[src/rtl/ptp_cls_pkg.sv]
package ptp_cls_pkg;

  // number of multicast groups recognised; the domain code is 2 bits wide
  localparam int unsigned GROUP_CNT = 4;

  typedef enum logic [2:0] {
    MT_SYNC     = 3'd0,
    MT_DLY_REQ  = 3'd1,
    MT_FOLLOW   = 3'd2,
    MT_DLY_RESP = 3'd3,
    MT_MGMT     = 3'd4
  } msg_code_e;

  typedef struct packed {
    logic       hit;
    logic       evt;
    logic       gen;
    logic       unk;
    logic [2:0] mtype;
    logic [1:0] dom;
  } verdict_t;

endpackage

[src/rtl/ptp_offset_ctr.sv]
module ptp_offset_ctr #(
  parameter int unsigned OFF_W = 7,
  parameter int unsigned SAT   = 75
) (
  input  logic             clk,
  input  logic             rst,
  input  logic             acc,
  input  logic             sof,
  input  logic             eof,
  output logic [OFF_W-1:0] off_now
);
  localparam logic [OFF_W-1:0] SAT_V = OFF_W'(SAT);

  logic [OFF_W-1:0] cnt_q;

  // a start marker forces offset 0; otherwise the running count applies
  assign off_now = sof ? '0 : cnt_q;

  always_ff @(posedge clk) begin
    if (rst) begin
      cnt_q <= '0;
    end else if (acc) begin
      if (eof)                 cnt_q <= '0;
      else if (off_now >= SAT_V) cnt_q <= SAT_V;
      else                     cnt_q <= off_now + 1'b1;
    end
  end

  // the count never runs past its saturation point
  a_r10_ctr_bound: assert property (@(posedge clk) disable iff (rst)
    cnt_q <= SAT_V);

  // after a frame-end byte the next byte starts at offset 0
  a_r1_restart_after_eof: assert property (@(posedge clk) disable iff (rst)
    (acc && eof) |=> (cnt_q == '0));

endmodule

[src/rtl/ptp_field_match.sv]
module ptp_field_match
  import ptp_cls_pkg::*;
#(
  parameter int unsigned OFF_W        = 7,
  parameter int unsigned IP_OFF       = 30,
  parameter int unsigned DPORT_OFF    = 36,
  parameter int unsigned CTRL_OFF     = 74,
  parameter logic [31:0] GROUP_BASE   = 32'hE000_0181,
  parameter logic [15:0] EVENT_PORT   = 16'd319,
  parameter logic [15:0] GENERAL_PORT = 16'd320
) (
  input  logic             clk,
  input  logic             rst,
  input  logic             acc,
  input  logic [OFF_W-1:0] off,
  input  logic [7:0]       data,
  output verdict_t         vd_nx
);
  localparam logic [7:0] LO_OCT = GROUP_BASE[7:0];

  logic       ip_ok_q, evt_q, gen_q, seen_q;
  logic [1:0] dom_q;
  logic [7:0] phi_q, ctrl_q;

  logic       ip_ok_b, evt_b, gen_b, seen_b;
  logic [1:0] dom_b;
  logic [7:0] phi_b, ctrl_b;

  logic       ip_ok_n, evt_n, gen_n, seen_n;
  logic [1:0] dom_n;
  logic [7:0] phi_n, ctrl_n;
  logic [15:0] port_w;
  logic        fresh, last_pos, last_ok;

  // fixed leading octets of the multicast address, one compare per byte
  logic [2:0] fix_pos, fix_ok;
  for (genvar g = 0; g < 3; g++) begin : g_ip_fixed
    assign fix_pos[g] = (off == OFF_W'(IP_OFF + g));
    assign fix_ok[g]  = (data == GROUP_BASE[31-8*g -: 8]);
  end

  assign fresh    = (off == '0);
  assign last_pos = (off == OFF_W'(IP_OFF + 3));
  assign last_ok  = (data >= LO_OCT) &&
                    ({1'b0, data} < ({1'b0, LO_OCT} + 9'(GROUP_CNT)));
  assign port_w   = {phi_b, data};

  always_comb begin
    // offset 0 begins a new frame: start from clean per-frame state
    ip_ok_b = fresh ? 1'b1 : ip_ok_q;
    evt_b   = fresh ? 1'b0 : evt_q;
    gen_b   = fresh ? 1'b0 : gen_q;
    seen_b  = fresh ? 1'b0 : seen_q;
    dom_b   = fresh ? 2'd0 : dom_q;
    phi_b   = fresh ? 8'd0 : phi_q;
    ctrl_b  = fresh ? 8'd0 : ctrl_q;

    ip_ok_n = ip_ok_b & ~|(fix_pos & ~fix_ok) & ~(last_pos & ~last_ok);
    dom_n   = last_pos ? 2'(data - LO_OCT) : dom_b;

    phi_n   = (off == OFF_W'(DPORT_OFF)) ? data : phi_b;
    evt_n   = evt_b;
    gen_n   = gen_b;
    if (off == OFF_W'(DPORT_OFF + 1)) begin
      evt_n = (port_w == EVENT_PORT);
      gen_n = (port_w == GENERAL_PORT);
    end

    ctrl_n  = ctrl_b;
    seen_n  = seen_b;
    if (off == OFF_W'(CTRL_OFF)) begin
      ctrl_n = data;
      seen_n = 1'b1;
    end
  end

  // verdict as it would stand if the frame ended with the current byte
  always_comb begin
    vd_nx.hit   = ip_ok_n & (evt_n | gen_n) & seen_n;
    vd_nx.evt   = vd_nx.hit & evt_n;
    vd_nx.gen   = vd_nx.hit & gen_n;
    vd_nx.unk   = vd_nx.hit & (ctrl_n > 8'(MT_MGMT));
    vd_nx.mtype = (vd_nx.hit && !vd_nx.unk) ? ctrl_n[2:0] : 3'd0;
    vd_nx.dom   = vd_nx.hit ? dom_n : 2'd0;
  end

  always_ff @(posedge clk) begin
    if (rst) begin
      ip_ok_q <= 1'b0;
      evt_q   <= 1'b0;
      gen_q   <= 1'b0;
      seen_q  <= 1'b0;
      dom_q   <= 2'd0;
      phi_q   <= 8'd0;
      ctrl_q  <= 8'd0;
    end else if (acc) begin
      ip_ok_q <= ip_ok_n;
      evt_q   <= evt_n;
      gen_q   <= gen_n;
      seen_q  <= seen_n;
      dom_q   <= dom_n;
      phi_q   <= phi_n;
      ctrl_q  <= ctrl_n;
    end
  end

  // one port value cannot be both the event and the general port
  a_r4_port_exclusive: assert property (@(posedge clk) disable iff (rst)
    !(evt_q && gen_q));

  // the control byte is never marked seen on the first byte of a frame
  a_r7_seen_needs_length: assert property (@(posedge clk) disable iff (rst)
    (acc && fresh) |=> !seen_q);

endmodule

[src/rtl/ptp_result_reg.sv]
module ptp_result_reg
  import ptp_cls_pkg::*;
(
  input  logic     clk,
  input  logic     rst,
  input  logic     acc,
  input  logic     eof,
  input  verdict_t vd_nx,
  output logic     res_valid,
  output verdict_t vd_q
);
  always_ff @(posedge clk) begin
    if (rst) begin
      res_valid <= 1'b0;
      vd_q      <= '0;
    end else begin
      res_valid <= acc & eof;
      if (acc && eof) vd_q <= vd_nx;
    end
  end

  // between pulses the reported verdict does not move
  a_r9_hold_between: assert property (@(posedge clk) disable iff (rst)
    !(acc && eof) |=> $stable(vd_q));

endmodule

[src/rtl/ptp_frame_classifier.sv]
module ptp_frame_classifier
  import ptp_cls_pkg::*;
#(
  parameter int unsigned IP_OFF       = 30,
  parameter int unsigned DPORT_OFF    = 36,
  parameter int unsigned CTRL_OFF     = 74,
  parameter logic [31:0] GROUP_BASE   = 32'hE000_0181,
  parameter logic [15:0] EVENT_PORT   = 16'd319,
  parameter logic [15:0] GENERAL_PORT = 16'd320
) (
  input  logic       clk,
  input  logic       rst,
  input  logic       s_valid,
  output logic       s_ready,
  input  logic [7:0] s_data,
  input  logic       s_sof,
  input  logic       s_eof,
  output logic       res_valid,
  output logic       ptp_match,
  output logic       is_event,
  output logic       is_general,
  output logic [2:0] msg_type,
  output logic       type_unknown,
  output logic [1:0] domain,
  output logic       gp_event
);
  localparam int unsigned SAT   = CTRL_OFF + 1;
  localparam int unsigned OFF_W = $clog2(SAT + 1);

  logic             acc;
  logic [OFF_W-1:0] off_now;
  verdict_t         vd_nx, vd_q;

  assign s_ready = 1'b1;
  assign acc     = s_valid & s_ready;

  ptp_offset_ctr #(.OFF_W(OFF_W), .SAT(SAT)) u_ctr (
    .clk     (clk),
    .rst     (rst),
    .acc     (acc),
    .sof     (s_sof),
    .eof     (s_eof),
    .off_now (off_now)
  );

  ptp_field_match #(
    .OFF_W        (OFF_W),
    .IP_OFF       (IP_OFF),
    .DPORT_OFF    (DPORT_OFF),
    .CTRL_OFF     (CTRL_OFF),
    .GROUP_BASE   (GROUP_BASE),
    .EVENT_PORT   (EVENT_PORT),
    .GENERAL_PORT (GENERAL_PORT)
  ) u_match (
    .clk   (clk),
    .rst   (rst),
    .acc   (acc),
    .off   (off_now),
    .data  (s_data),
    .vd_nx (vd_nx)
  );

  ptp_result_reg u_res (
    .clk       (clk),
    .rst       (rst),
    .acc       (acc),
    .eof       (s_eof),
    .vd_nx     (vd_nx),
    .res_valid (res_valid),
    .vd_q      (vd_q)
  );

  assign ptp_match    = vd_q.hit;
  assign is_event     = vd_q.evt;
  assign is_general   = vd_q.gen;
  assign type_unknown = vd_q.unk;
  assign msg_type     = vd_q.mtype;
  assign domain       = vd_q.dom;
  assign gp_event     = vd_q.hit;

  // a pulse follows every accepted frame-end byte and nothing else
  a_r9_pulse_after_eof: assert property (@(posedge clk) disable iff (rst)
    (s_valid && s_eof) |=> res_valid);
  a_r9_no_stray_pulse: assert property (@(posedge clk) disable iff (rst)
    !(s_valid && s_eof) |=> !res_valid);

  // a match is exactly one of event or general
  a_r4_kind_onehot: assert property (@(posedge clk) disable iff (rst)
    res_valid |-> ((is_event ^ is_general) == ptp_match));

  // unknown type only on a match, and it carries no type code
  a_r6_unknown_shape: assert property (@(posedge clk) disable iff (rst)
    type_unknown |-> (ptp_match && msg_type == 3'd0));

  // a non-matching verdict carries all-zero fields
  a_r9_nomatch_zero: assert property (@(posedge clk) disable iff (rst)
    (res_valid && !ptp_match) |->
      (domain == 2'd0 && msg_type == 3'd0 && !type_unknown && !gp_event));

  // the filer event bit follows the match
  a_r8_gp_event: assert property (@(posedge clk) disable iff (rst)
    res_valid |-> (gp_event == ptp_match));

  // the block never stalls
  a_r11_always_ready: assert property (@(posedge clk) disable iff (rst)
    s_ready);

  // no pulse on the cycle leaving reset
  a_r12_quiet_after_reset: assert property (@(posedge clk) disable iff (rst)
    $past(rst) |-> !res_valid);

endmodule

[config.mk]
export PLATFORM = sky130hd
export DESIGN_NAME = ptp_frame_classifier
export DESIGN_NICKNAME = d
export VERILOG_FILES = /design/src/rtl/ptp_cls_pkg.sv /design/src/rtl/ptp_offset_ctr.sv /design/src/rtl/ptp_field_match.sv /design/src/rtl/ptp_result_reg.sv /design/src/rtl/ptp_frame_classifier.sv
export SDC_FILE = /design/constraint.sdc
export NUM_CORES = 1
export LEC_CHECK = 0
export CAP_MARGIN = 15
export CORE_MARGIN = 2
export CORE_UTILIZATION = 32
export CTS_BUF_LIST = sky130_fd_sc_hd__clkbuf_8
export DETAILED_ROUTE_END_ITERATION = 10
export HOLD_SLACK_MARGIN = 0.05
export REMOVE_ABC_BUFFERS = 1
export SYNTH_ARGS = -nofsm -noshare
export SYNTH_HDL_FRONTEND = slang
export SYNTH_HIERARCHICAL = 1
export SYNTH_SLANG_ARGS = --single-unit
[constraint.sdc]
create_clock -name clk -period 5.85 [get_ports clk]
set_input_delay 1.17 -clock clk [delete_from_list [all_inputs] [get_ports clk]]
set_output_delay 1.17 -clock clk [all_outputs]
set_load 0.01 [all_outputs]
; ---- After elaboration in Yosys (flattened, before gate mapping)
; Cells that the tools add are included.
[op_classes]
add_sub_neg = 2
order_cmp = 4
eq_ne = 11
muxes = 18
bitwise_logic = 14
reduce_logical = 8
[ops]
columns = operator, n
row1 = "== test 16 x 9 -> 1 bit, second input constant", 2
row2 = two-way mux 8 bit, 4
row3 = "== test 7 x 6 -> 1 bit, second input constant", 4
row4 = two-way mux 7 bit, 3
row5 = "== test 7 x 5 -> 1 bit, second input constant", 2
row6 = AND 1 bit, 9
row7 = "== test 8 x 1 -> 1 bit, second input constant", 1
row8 = "== test 8 bit, second input constant", 1
row9 = ">= comparator 8 bit, second input constant", 1
row10 = "greater-than comparator 8 x 3 -> 1 bit, second input constant", 1
row11 = zero test 8 bit, 1
row12 = "less-than comparator 8 bit, second input constant", 1
row13 = "adder 7 x 1 -> 7 bit, second input constant", 1
row14 = "== test 7 bit, second input constant", 1
row15 = ">= comparator 7 bit, second input constant", 1
row16 = zero test 7 bit, 1
row17 = two-way mux 1 bit, 7
row18 = two-way mux 2 bit, 3
row19 = AND 3 bit, 1
row20 = logical AND 1 bit, 3
row21 = two-way mux 3 bit, 1
row22 = NOT 3 bit, 1
row23 = OR reduction 3 bit, 1
row24 = zero test 1 bit, 2
row25 = other kinds (3), 4
[totals]
register_bits = 39
input_bits = 13
wordCells = 72

; ---- Depth between registers and ports, before layout
; Gate-level depths: netlist of the first run.
[depth]
depth_word = 13
ltp_mapped = 10

; ---- Cells and area by module
; Netlist of the first run, hierarchy kept.
[by_module_without_submodules]
columns = module, instances, cells_per_inst, area_per_inst_um2, seq_area_each_um2
row1 = ptp_field_match, 1, 169, 1346.3, 440.4
row2 = ptp_result_reg, 1, 44, 534.3, 200.2
row3 = ptp_offset_ctr, 1, 52, 467.9, 140.1
row4 = ptp_frame_classifier, 1, 3, 18.8, 0.0

; ---- Worst setup path before layout of the first run
; No wires, ideal clock.
[synth_path]
path_kind = input to register
startpoint = input port s_sof
endpoint = register, netlist name u_res/vd_q[0]
setup_time_ps = 68
arrival_time_ps = 3041
t_required_ps = 5782
setup_slack_ps = 2742
cell_stages = 9
cell_sequence = buf_6 -> and2b_2 -> or4_1 -> buf_2 -> nor4_4 -> a21oi_2 -> nor3_1 -> nand3_2 -> a21oi_2
[synth_rtl]
columns = item, line
row1 = "start, declared", ptp_frame_classifier.sv:16  ; input logic s_sof,

==> results of run 1 <==
==> per-stage QoR <==
step | power [mW] | cell area (sq um) | util | cells
after floorplan | 0.292 | 2230 | - | 250
after global placement | 0.324 | 2610 | 0.362 | 375
after detailed placement | 0.324 | 2610 | 0.362 | 375
after CTS | 0.560 | 2730 | 0.378 | 383
after global routing | 0.575 | 2730 | 0.378 | 383
final | 0.552 | 2730 | 0.378 | 383
==> flip-flops by register name (all words and copies together) (netlist names) <==
name / flops
u_ctr/cnt_q: 7
u_match/ctrl_q: 8
u_match/dom_q: 2
u_match/evt_q: 1
u_match/gen_q: 1
u_match/ip_ok_q: 1
u_match/phi_q: 8
u_match/seen_q: 1
u_res/res_valid: 1
u_res/vd_q: 9
==> synth_stat cells, types with 7 or more instances <==
master	count	area [sq um]
nand2_1	9	33.8
a21oi_2	10	87.6
nand3_1	7	35.0
o21ai_0	8	40.0
clkbuf_1	8	30.0
nor2_1	38	143
nand3_2	9	90.1
a21bo_2	9	90.1
inv_1	7	26.3
a22oi_1	18	135
dfxtp_1	39	781
a21oi_1	13	65.1
nor3_1	9	45.0
==> per-layer routing <==
metal,share of wire,track usage,vias to the layer above
li1,-,-,1019
met5,0,0,-
met1,0.46,0.178,967
met4,0.017,0.0577,0
met2,0.49,0.231,54
met3,0.040,0.0268,9
==> worst max-delay path by stage <==
| stage | from | end | cells after the start |
|---|---|---|---|
| final | s_sof | u_res/vd_q[2]$_SDFFE_PP0P_ | 9 |
| after global routing | s_sof | u_res/vd_q[5]$_SDFFE_PP0P_ | 9 |
| after CTS | s_sof | u_res/vd_q[0]$_SDFFE_PP0P_ | 9 |
| after detailed placement | s_sof | u_res/vd_q[0]$_SDFFE_PP0P_ | 9 |
| after global placement | s_sof | u_res/vd_q[0]$_SDFFE_PP0P_ | 8 |
| after floorplan | s_sof | u_res/vd_q[0]$_SDFFE_PP0P_ | 7 |
==> worst min-delay path: stages (launching register included) <==
cell     delay (ns)
dfxtp_1        0.32
a22oi_1        0.06
nor2_1         0.08
==> logic make-up (layout without fill, tap and decap cells) <==
logic type,Yosys count,after routing,share of synthesized area
compound gates,78,78,0.254
fa+ha+maj,4,4,0.0211
xor+xnor,5,5,0.0185
flops,39,39,0.330
other cells,1,1,0.00158
buf+inv,25,41,0.0677
simple gates,116,116,0.307
==> power breakdown <==
part | internal [mW] | switching, mW | total, mW
sequential | 0.267 | 0.00173 | 0.269
combinational | 0.0168 | 0.0323 | 0.0492
clock | 0.138 | 0.0963 | 0.234
total | 0.422 | 0.130 | 0.552
==> cells in the final DEF (no fill, tap or decap), types with 5 or more instances in the layout <==
| cell | instances |
|---|---|
| clkbuf_8 | 6 |
| nand2_1 | 9 |
| and2b_2 | 5 |
| nand3_2 | 9 |
| nor2_1 | 38 |
| dfxtp_1 | 39 |
| a22oi_1 | 18 |
| nand3_1 | 7 |
| a21bo_2 | 9 |
| clkdlybuf4s50_1 | 23 |
| nor3_1 | 9 |
| inv_1 | 7 |
| a21oi_2 | 10 |
| o21ai_0 | 8 |
| a21oi_1 | 13 |
==> cell type report <==
type | instances | area (sq um) | area share
tap | 99 | 124 | 0.0454
inverter | 7 | 26.3 | 0.00963
clock buffer | 6 | 82.6 | 0.0303
timing repair buffer | 26 | 253 | 0.0927
multi-input combinational | 204 | 1430 | 0.523
sequential | 39 | 781 | 0.286
clock inverter | 2 | 35.0 | 0.0128
==> results.md, run 1 <==
* Outcome: finished clean
* Total CTS buffers at 5
* Worst slack at placement at 1.90 ns
* Drt via density at approximately 5.3
* Worst Path Arrival at between 3 and 4 ns
* Yosys cell types at 60
* Worst R2R End: u_res/vd_q[2]$_SDFFE_PP0P_
* PortBufs at 23
* Fin. max-slew vios at 0
* Max-Cap Viols at 0
* R2r startpoint: u_ctr/cnt_q[1]$_SDFFE_PP0P_
* Initial core utilization at 0.328
* Final hold vios at 0
* First-pass GRT wire length at between 9000 and 10000 um
* Overflow after GRT at 0
* TritonCTS clock tree: done
* CP max-delay cell: or4_1
* Worst setup margin at ~2.2 ns
* Initial antenna violation count at 0
* CORE AREA at approximately 0.0072 sq mm
* Iteration-0 DRC Markers at 160
* Clk slew on worst S/H paths at 0.08 ns
* PwrDens at about 200 mW/mm^2
* WHS Endpoint: u_match/ctrl_q[6]$_SDFFE_PP0P_
* GPL Wtd Cong at 0.886
* Most frequent CP cell: a21oi_2
* IR drop worst, VDD at roughly 0.095 mV
* GR Util All Layers at 0.139
* Crit-path max FO at 12
* Max clock buf depth at 2
* WP data required at around 6.0 ns
* RSZ-0062 raised after global routing: false
* Worst-path cell chain: clkdlybuf4s50_1 > and2b_2 > or4_1 > a21oi_1 > nor2_1 > a21oi_2 > nor3_1 > nand3_2 > a21oi_2
* Share of the yosys chip area belonging to registers at 0.330
* Layout area overhead at 15.2%
* WHS at 0.492 ns
* Vias at between 2000 and 2500
* Yosys reg bits at 39
* DRT Pass-1 Iters at 4
* Synth Cell Area at roughly 0.0024 sq mm
* Maximum number of pins on one net before global-route repair at 38
* Root Buffer: clkbuf_8
* Vias in the first global route at roughly 2000
* Clock latency on the worst-skew pair at ~0.29 ns
* Worst stage delay on the critical path at about 0.69 ns
* Post-CTS setup buffer count at 0
* Top FF cell, synth: dfxtp_1
* Least-Margin Pin Slew at 0.857 ns
* Critical Path Source Type: primary input
* Kind of end point of the critical path: flop
* WL final at 5510 um
* HPWL after DPL at 3940 um
* Maximum level of the CTS H-tree at 2
* ANT cells at 0
* Yosys warning count at 6
* Hold depth at 2
* Die Y at roughly 90 um
* Worst hold start: u_match/ctrl_q[6]$_SDFFE_PP0P_
* Cell row count at 31
* Leakage at about 0.91 nW
* Final period utilization at 0.625
* CTS Hold Buffers Added at 0
* # fillers at around 760
* Sink Count at 39
* DRC at 0
* Post_cts resized at 0
* Period minus WS final at ~3.7 ns
* FF-to-FF path depth at 8
* Maximum clock frequency at between 0.2 and 0.3 GHz
* Hold Crit Class: flop to flop
* Synth Instances at 268
* Setup CP Type: primary input to flop
* Final setup viols at 0
* # IOs at 25
* Detail Route Antenna Nets at 0
* Post-route setup TNS at 0 ns
* Relative slew slack at 0.427
* Syn avg cell area at between 8 and 9 sq um
* Dominant delay contributor by cell family on the critical path: simple AND/OR/NAND/NOR gates
* Avg WL per Cell at 14.4 um
* Total die area at around 0.008 sq mm
* Fin Clk Skew at between 0.004 and 0.005 ns
* R2R setup slack at 3.42 ns
* Floorplan die width at 90.0 um
* Post-synth EDFFs at 0
* Share of post-route cells with drive strength above 1 at 0.190
* Nets at 300
* Asr flop ratio synth at 0
* Buffers and inverters on the worst path at 1
Note: power is estimated with default switching activity, not from simulation.
==> run 2, diff against run 1 <==
clock period = 2.9 ns   (was 5.85 ns; I/O delays follow)
==> run 2 against run 1 <==
Compared with the run above:
- final cell count is 10% higher
- critical path depth is 2 higher
- non-clock buffer count is 40 higher
- die area stayed put
- flip-flop and latch count stayed put
- combinational power grew to 2.5 times the previous value
- register-to-register slack worse by 2.8 ns
- largest cell class unchanged
- highest routed layer unchanged
==> results.md, run 2 (same netlist as run 1, synthesis figures left out) <==
* Outcome: finished clean
* IR drop worst, VDD at 0.142 mV
* DRC at 0
* Critical Path Source Type: primary input
* Worst hold start: u_ctr/cnt_q[6]$_SDFFE_PP0P_
* Vias at 2172
* PwrDens at 344 mW/mm^2
* GR Util All Layers at 0.148
* Relative slew slack at 0.603
* R2r startpoint: u_ctr/cnt_q[1]$_SDFFE_PP0P_
* First-pass GRT wire length at between 10000 and 15000 um
* Share of post-route cells with drive strength above 1 at 0.293
* Clk slew on worst S/H paths at approximately 0.080 ns
* Crit-path max FO at 8
* Maximum level of the CTS H-tree at 2
* Initial core utilization at 0.328
* ANT cells at 0
* Nets at 340
* Worst Path Arrival at approximately 3.0 ns
* Layout area overhead at 27.2%
* Detail Route Antenna Nets at 0
* WL final at 5900 um
* Total die area at 0.00810 sq mm
* Worst R2R End: u_res/vd_q[2]$_SDFFE_PP0P_
* Clock latency on the worst-skew pair at around 0.29 ns
* Total CTS buffers at 5
* Max clock buf depth at 2
* PortBufs at 23
* Setup CP Type: primary input to flop
* R2R setup slack at ~0.59 ns
* WP data required at around 3.1 ns
* TritonCTS clock tree: done
* Largest reg by FF count: u_res/vd_q
* Initial antenna violation count at 0
* Final setup viols at 0
* WHS Endpoint: u_ctr/cnt_q[6]$_SDFFE_PP0P_
* Vias in the first global route at roughly 2100
* Hold depth at 2
* Leakage at 1.10 nW
* Die Y at ~90 um
* # fillers at ~740
* Final hold vios at 0
* Period minus WS final at 2.77 ns
* Hold Crit Class: flop to flop
* Most frequent cells in the layout: buf_4, dfxtp_1, nor2_1
* # IOs at 25
* DRT Pass-1 Iters at 4
* Max-Cap Viols at 0
* Root Buffer: clkbuf_8
* HPWL after DPL at approximately 4500 um
* Maximum clock frequency at around 0.36 GHz
* Maximum number of pins on one net before global-route repair at 21
* Post-CTS setup buffer count at 0
* Kind of end point of the critical path: flop
* Post-route setup TNS at 0 ns
* CORE AREA at 0.00721 sq mm
* Fin Clk Skew at 0.00283 ns
* Overflow after GRT at 0
* Sink Count at 39
* Floorplan die width at approximately 90 um
* WHS at 0.482 ns
* Cell row count at 31
* Biggest regs: u_res/vd_q x9, u_match/ctrl_q x8, u_match/phi_q x8
* RSZ-0062 raised after global routing: false
* Most common cell after layout, fill and taps aside: buf_4
* Final period utilization at 0.954
* Fin. max-slew vios at 0
* Avg WL per Cell at ~14 um
* Least-Margin Pin Slew at between 0.5 and 0.6 ns
* Max reg flops at 9
* Drt via density at ~5.1
* Iteration-0 DRC Markers at 97
* FF-to-FF path depth at 10
* GPL Wtd Cong at between 0.8 and 0.9
run 2: worst max path at each step:
| stage | startpoint | end | slack (ns) |
|---|---|---|---|
| 2_1_floorplan | s_sof | u_res/vd_q[0]$_SDFFE_PP0P_ | 0.48 |
| 3_3_place_gp | s_sof | u_res/vd_q[1]$_SDFFE_PP0P_ | -0.09 |
| 3_5_place_dp | s_sof | u_res/vd_q[0]$_SDFFE_PP0P_ | -0.16 |
| 4_1_cts | s_sof | u_res/vd_q[0]$_SDFFE_PP0P_ | 0.15 |
| 5_1_grt | s_sof | u_res/vd_q[2]$_SDFFE_PP0P_ | 0.0008 |
| 6_report | s_sof | u_res/vd_q[2]$_SDFFE_PP0P_ | 0.13 |
run 2: layout make-up:
type	count	area [sq um]	share of cell area
flip-flops and latches	39	781	0.259
well taps	99	124	0.0411
clock inverters	3	20.0	0.00665
multi-input cells	204	1440	0.478
repair buffers	66	553	0.184
clock buffers	5	68.8	0.0229
inverters	7	26.3	0.00872
run 2: power breakdown:
group	switching (mW)	internal [mW]
registers	0.00370	0.539
logic	0.0697	0.0530
clock network	0.203	0.167
run 2: what timing repair did:
item                       4_1_cts  5_1_grt
hold buffers                     0        0
gates resized for setup          0        2
setup endpoints to repair        0        3
run 2: stage by stage:
step | worst slack, ns | std cells | total power, mW | instance area, sq um | util
finish | 0.132 | 423 | 1.04 | 3010 | 0.417
global route | 0.000791 | 423 | 1.08 | 3010 | 0.417
CTS | 0.149 | 423 | 1.05 | 3000 | 0.416
detailed placement | -0.157 | 415 | 0.677 | 2910 | 0.403
global placement | -0.0890 | 415 | 0.677 | 2910 | 0.403
floorplan | 0.476 | 250 | 0.588 | 2230 | -
run 2: layer usage:
layer  vias to the layer above  share of wire  global-route usage  wire (um)
met3                         6          0.030              0.0277        177
li1                       1097              -                   -          -
met5                         -              0                   0          0
met1                      1022           0.47               0.198       2800
met2                        47           0.48               0.241       2850
met4                         0          0.013              0.0500         78
run 2: worst max-delay path, stage by stage:
cell	delay [ns]
clkdlybuf4s50_1	0.50
buf_4	0.15
and2b_4	0.20
buf_4	0.13
and4b_1	0.20
and2_0	0.19
o21ai_0	0.40
o21ai_0	0.21
nor3_1	0.22
nand3_2	0.10
a21oi_2	0.11
==> run 3, diff against run 2 <==
CTS_CLUSTER_SIZE = 20   (was default)
clock period = 2.65 ns   (was 2.9 ns; I/O delays follow)
==> run 3 against run 2 <==
Compared with the run above:
- clock skew rose by 0.010 ns
- routed wire length is 7.1% higher
- critical path depth rose by 2
- critical path type unchanged
- largest cell class unchanged
- largest power group unchanged
==> results.md, run 3 (same netlist as run 1, synthesis figures left out) <==
* Clk slew on worst S/H paths at 0.08 ns
* Largest reg by FF count: u_res/vd_q
* Worst-path cell chain: clkdlybuf4s50_1 > and2b_2 > buf_4 > nor4_2 > buf_4 > buf_4 > and4b_2 > buf_4 > nor2_1 > a21oi_1 > nor3_1 > nand3_2 > a21oi_2
* Clock latency on the worst-skew pair at approximately 0.30 ns
* Sink Count at 39
* Worst setup margin at 0.103 ns
* HPWL after DPL at about 4500 um
* CORE AREA at 0.00721 sq mm
* First-pass GRT wire length at between 10000 and 15000 um
* Root Buffer: clkbuf_8
* IR drop worst, VDD at around 0.17 mV
* Max reg flops at 9
* Most common cell after layout, fill and taps aside: buf_4
* Fin. max-slew vios at 0
* Worst setup startpoint: s_sof
* Fin Clk Skew at between 0.01 and 0.015 ns
* Crit-path max FO at 4
* Worst R2R End: u_res/vd_q[5]$_SDFFE_PP0P_
* # fillers at 740
* Maximum level of the CTS H-tree at 2
* Maximum number of pins on one net before global-route repair at 38
* Final hold vios at 0
* Worst hold start: u_ctr/cnt_q[6]$_SDFFE_PP0P_
* GR Util All Layers at 0.158
* # IOs at 25
* Detail Route Antenna Nets at 0
* Total CTS buffers at 5
* GPL Wtd Cong at 0.855
* Hold Crit Class: flop to flop
* Initial core utilization at 0.328
* Worst stage delay on the critical path at between 0.4 and 0.5 ns
* Least-Margin Pin Slew at 0.507 ns
* Cell row count at 31
* FF-to-FF path depth at 12
* Vias at ~2200
* Worst slack at placement at -0.364 ns
* Overflow after GRT at 0
* Max clock buf depth at 2
* R2r startpoint: u_ctr/cnt_q[3]$_SDFFE_PP0P_
* Kind of end point of the critical path: flop
* Outcome: finished clean
* Avg WL per Cell at between 10 and 15 um
* Max-Cap Viols at 0
* RSZ-0062 raised after global routing: true
* Final core utilization at 0.444
* Initial antenna violation count at 0
* WHS Endpoint: u_ctr/cnt_q[6]$_SDFFE_PP0P_
* Hold depth at 2
* Period minus WS final at ~2.5 ns
* R2R setup slack at approximately 0.43 ns
* Setup CP Type: primary input to flop
* Layout area overhead at 35.3%
* WL final at ~6300 um
* Final setup viols at 0
* Iteration-0 DRC Markers at between 100 and 150
* Most frequent cells in the layout: buf_4, dfxtp_1, nor2_1
* TritonCTS clock tree: done
* ANT cells at 0
* Total die area at between 0.008 and 0.009 sq mm
* Die Y at ~90 um
* Relative slew slack at 0.657
* Vias in the first global route at between 2000 and 2500
* CP max-delay cell: clkdlybuf4s50_1
* DRC at 0
* Post-route setup TNS at 0 ns
* Share of post-route cells with drive strength above 1 at 0.355
* WP data required at around 2.8 ns
* Worst Path Arrival at approximately 2.7 ns
* Critical Path Source Type: primary input
* Floorplan die width at about 90 um
* Final period utilization at 0.961
* PortBufs at 23
* Maximum clock frequency at between 0.3 and 0.4 GHz
* Drt via density at 5.11
* DRT Pass-1 Iters at 4
* Most frequent CP cell: buf_4
* Nets at about 350
* Biggest regs: u_res/vd_q x9, u_match/ctrl_q x8, u_match/phi_q x8
* PwrDens at approximately 370 mW/mm^2
* Leakage at 1.18 nW
[run 3: changes by cell type in the layout (fill, tap and decap cells not counted), sizes merged]
cell / previous run / this run
clkinv: 1 / 0
inv: 7 / 8
buf: 43 / 53
clkinvlp: 2 / 0
nand4b: 4 / 5
clkbuf: 5 / 7
[run 3: critical path: cells and delay by family]
| family | cells | cell delay [ns] |
|---|---|---|
| compound gates | 2 | 0.19 |
| buf+inv | 5 | 1.04 |
| simple gates | 6 | 0.96 |
[run 3: metrics by stage]
step	instances	hold WS, ns	area, sq um	total power, mW
final	434	0.493	3200	1.18
after global routing	434	0.527	3200	1.24
after CTS	432	0.489	3090	1.19
after detailed placement	424	0.476	2980	0.744
after global placement	424	0.471	2980	0.743
after floorplan	250	0.440	2230	0.644
[run 3: cell type report]
type                       count  area, sq um  share of cell area
clock buffer                   7         96.3              0.0301
timing repair buffer          76          628               0.196
clock inverter                 1         3.75             0.00117
sequential                    39          781               0.244
multi-input combinational    205         1540               0.482
inverter                       7         26.3             0.00821
tap                           99          124              0.0387
[run 3: layer usage]
metal | global-route usage | part of all wire | up-vias
li1 | - | - | 1122
met1 | 0.195 | 0.44 | 1045
met2 | 0.276 | 0.51 | 44
met3 | 0.0251 | 0.039 | 6
met4 | 0.0603 | 0.013 | 0
met5 | 0 | 0 | -
[run 3: report_power, final]
| group | switching [mW] | total, mW | internal, mW | leakage [nW] |
|---|---|---|---|---|
| clock network | 0.212 | 0.446 | 0.234 | 0.0557 |
| logic | 0.0805 | 0.143 | 0.0621 | 0.810 |
| registers | 0.00396 | 0.594 | 0.590 | 0.315 |
| total | 0.297 | 1.18 | 0.886 | 1.18 |
[run 3: worst max-delay path by stage]
| stage | end | slack, ns | depth (start not counted) |
|---|---|---|---|
| 2_1_floorplan | u_res/vd_q[0]$_SDFFE_PP0P_ | 0.28 | 7 |
| 3_3_place_gp | u_res/vd_q[5]$_SDFFE_PP0P_ | -0.30 | 10 |
| 3_5_place_dp | u_res/vd_q[2]$_SDFFE_PP0P_ | -0.36 | 9 |
| 4_1_cts | u_res/vd_q[5]$_SDFFE_PP0P_ | 0.02 | 10 |
| 5_1_grt | u_res/vd_q[2]$_SDFFE_PP0P_ | -0.05 | 12 |
| 6_report | u_res/vd_q[0]$_SDFFE_PP0P_ | 0.10 | 13 |
[run 3: timing repair]
item | CTS | global route
cloned | 0 | 1
gates resized for setup | 3 | 22
hold buffers | 0 | 0
setup buffers | 0 | 1
endpoints found under the hold margin | 0 | 0
setup endpoints to repair | 6 | 17
pin swaps | 0 | 7
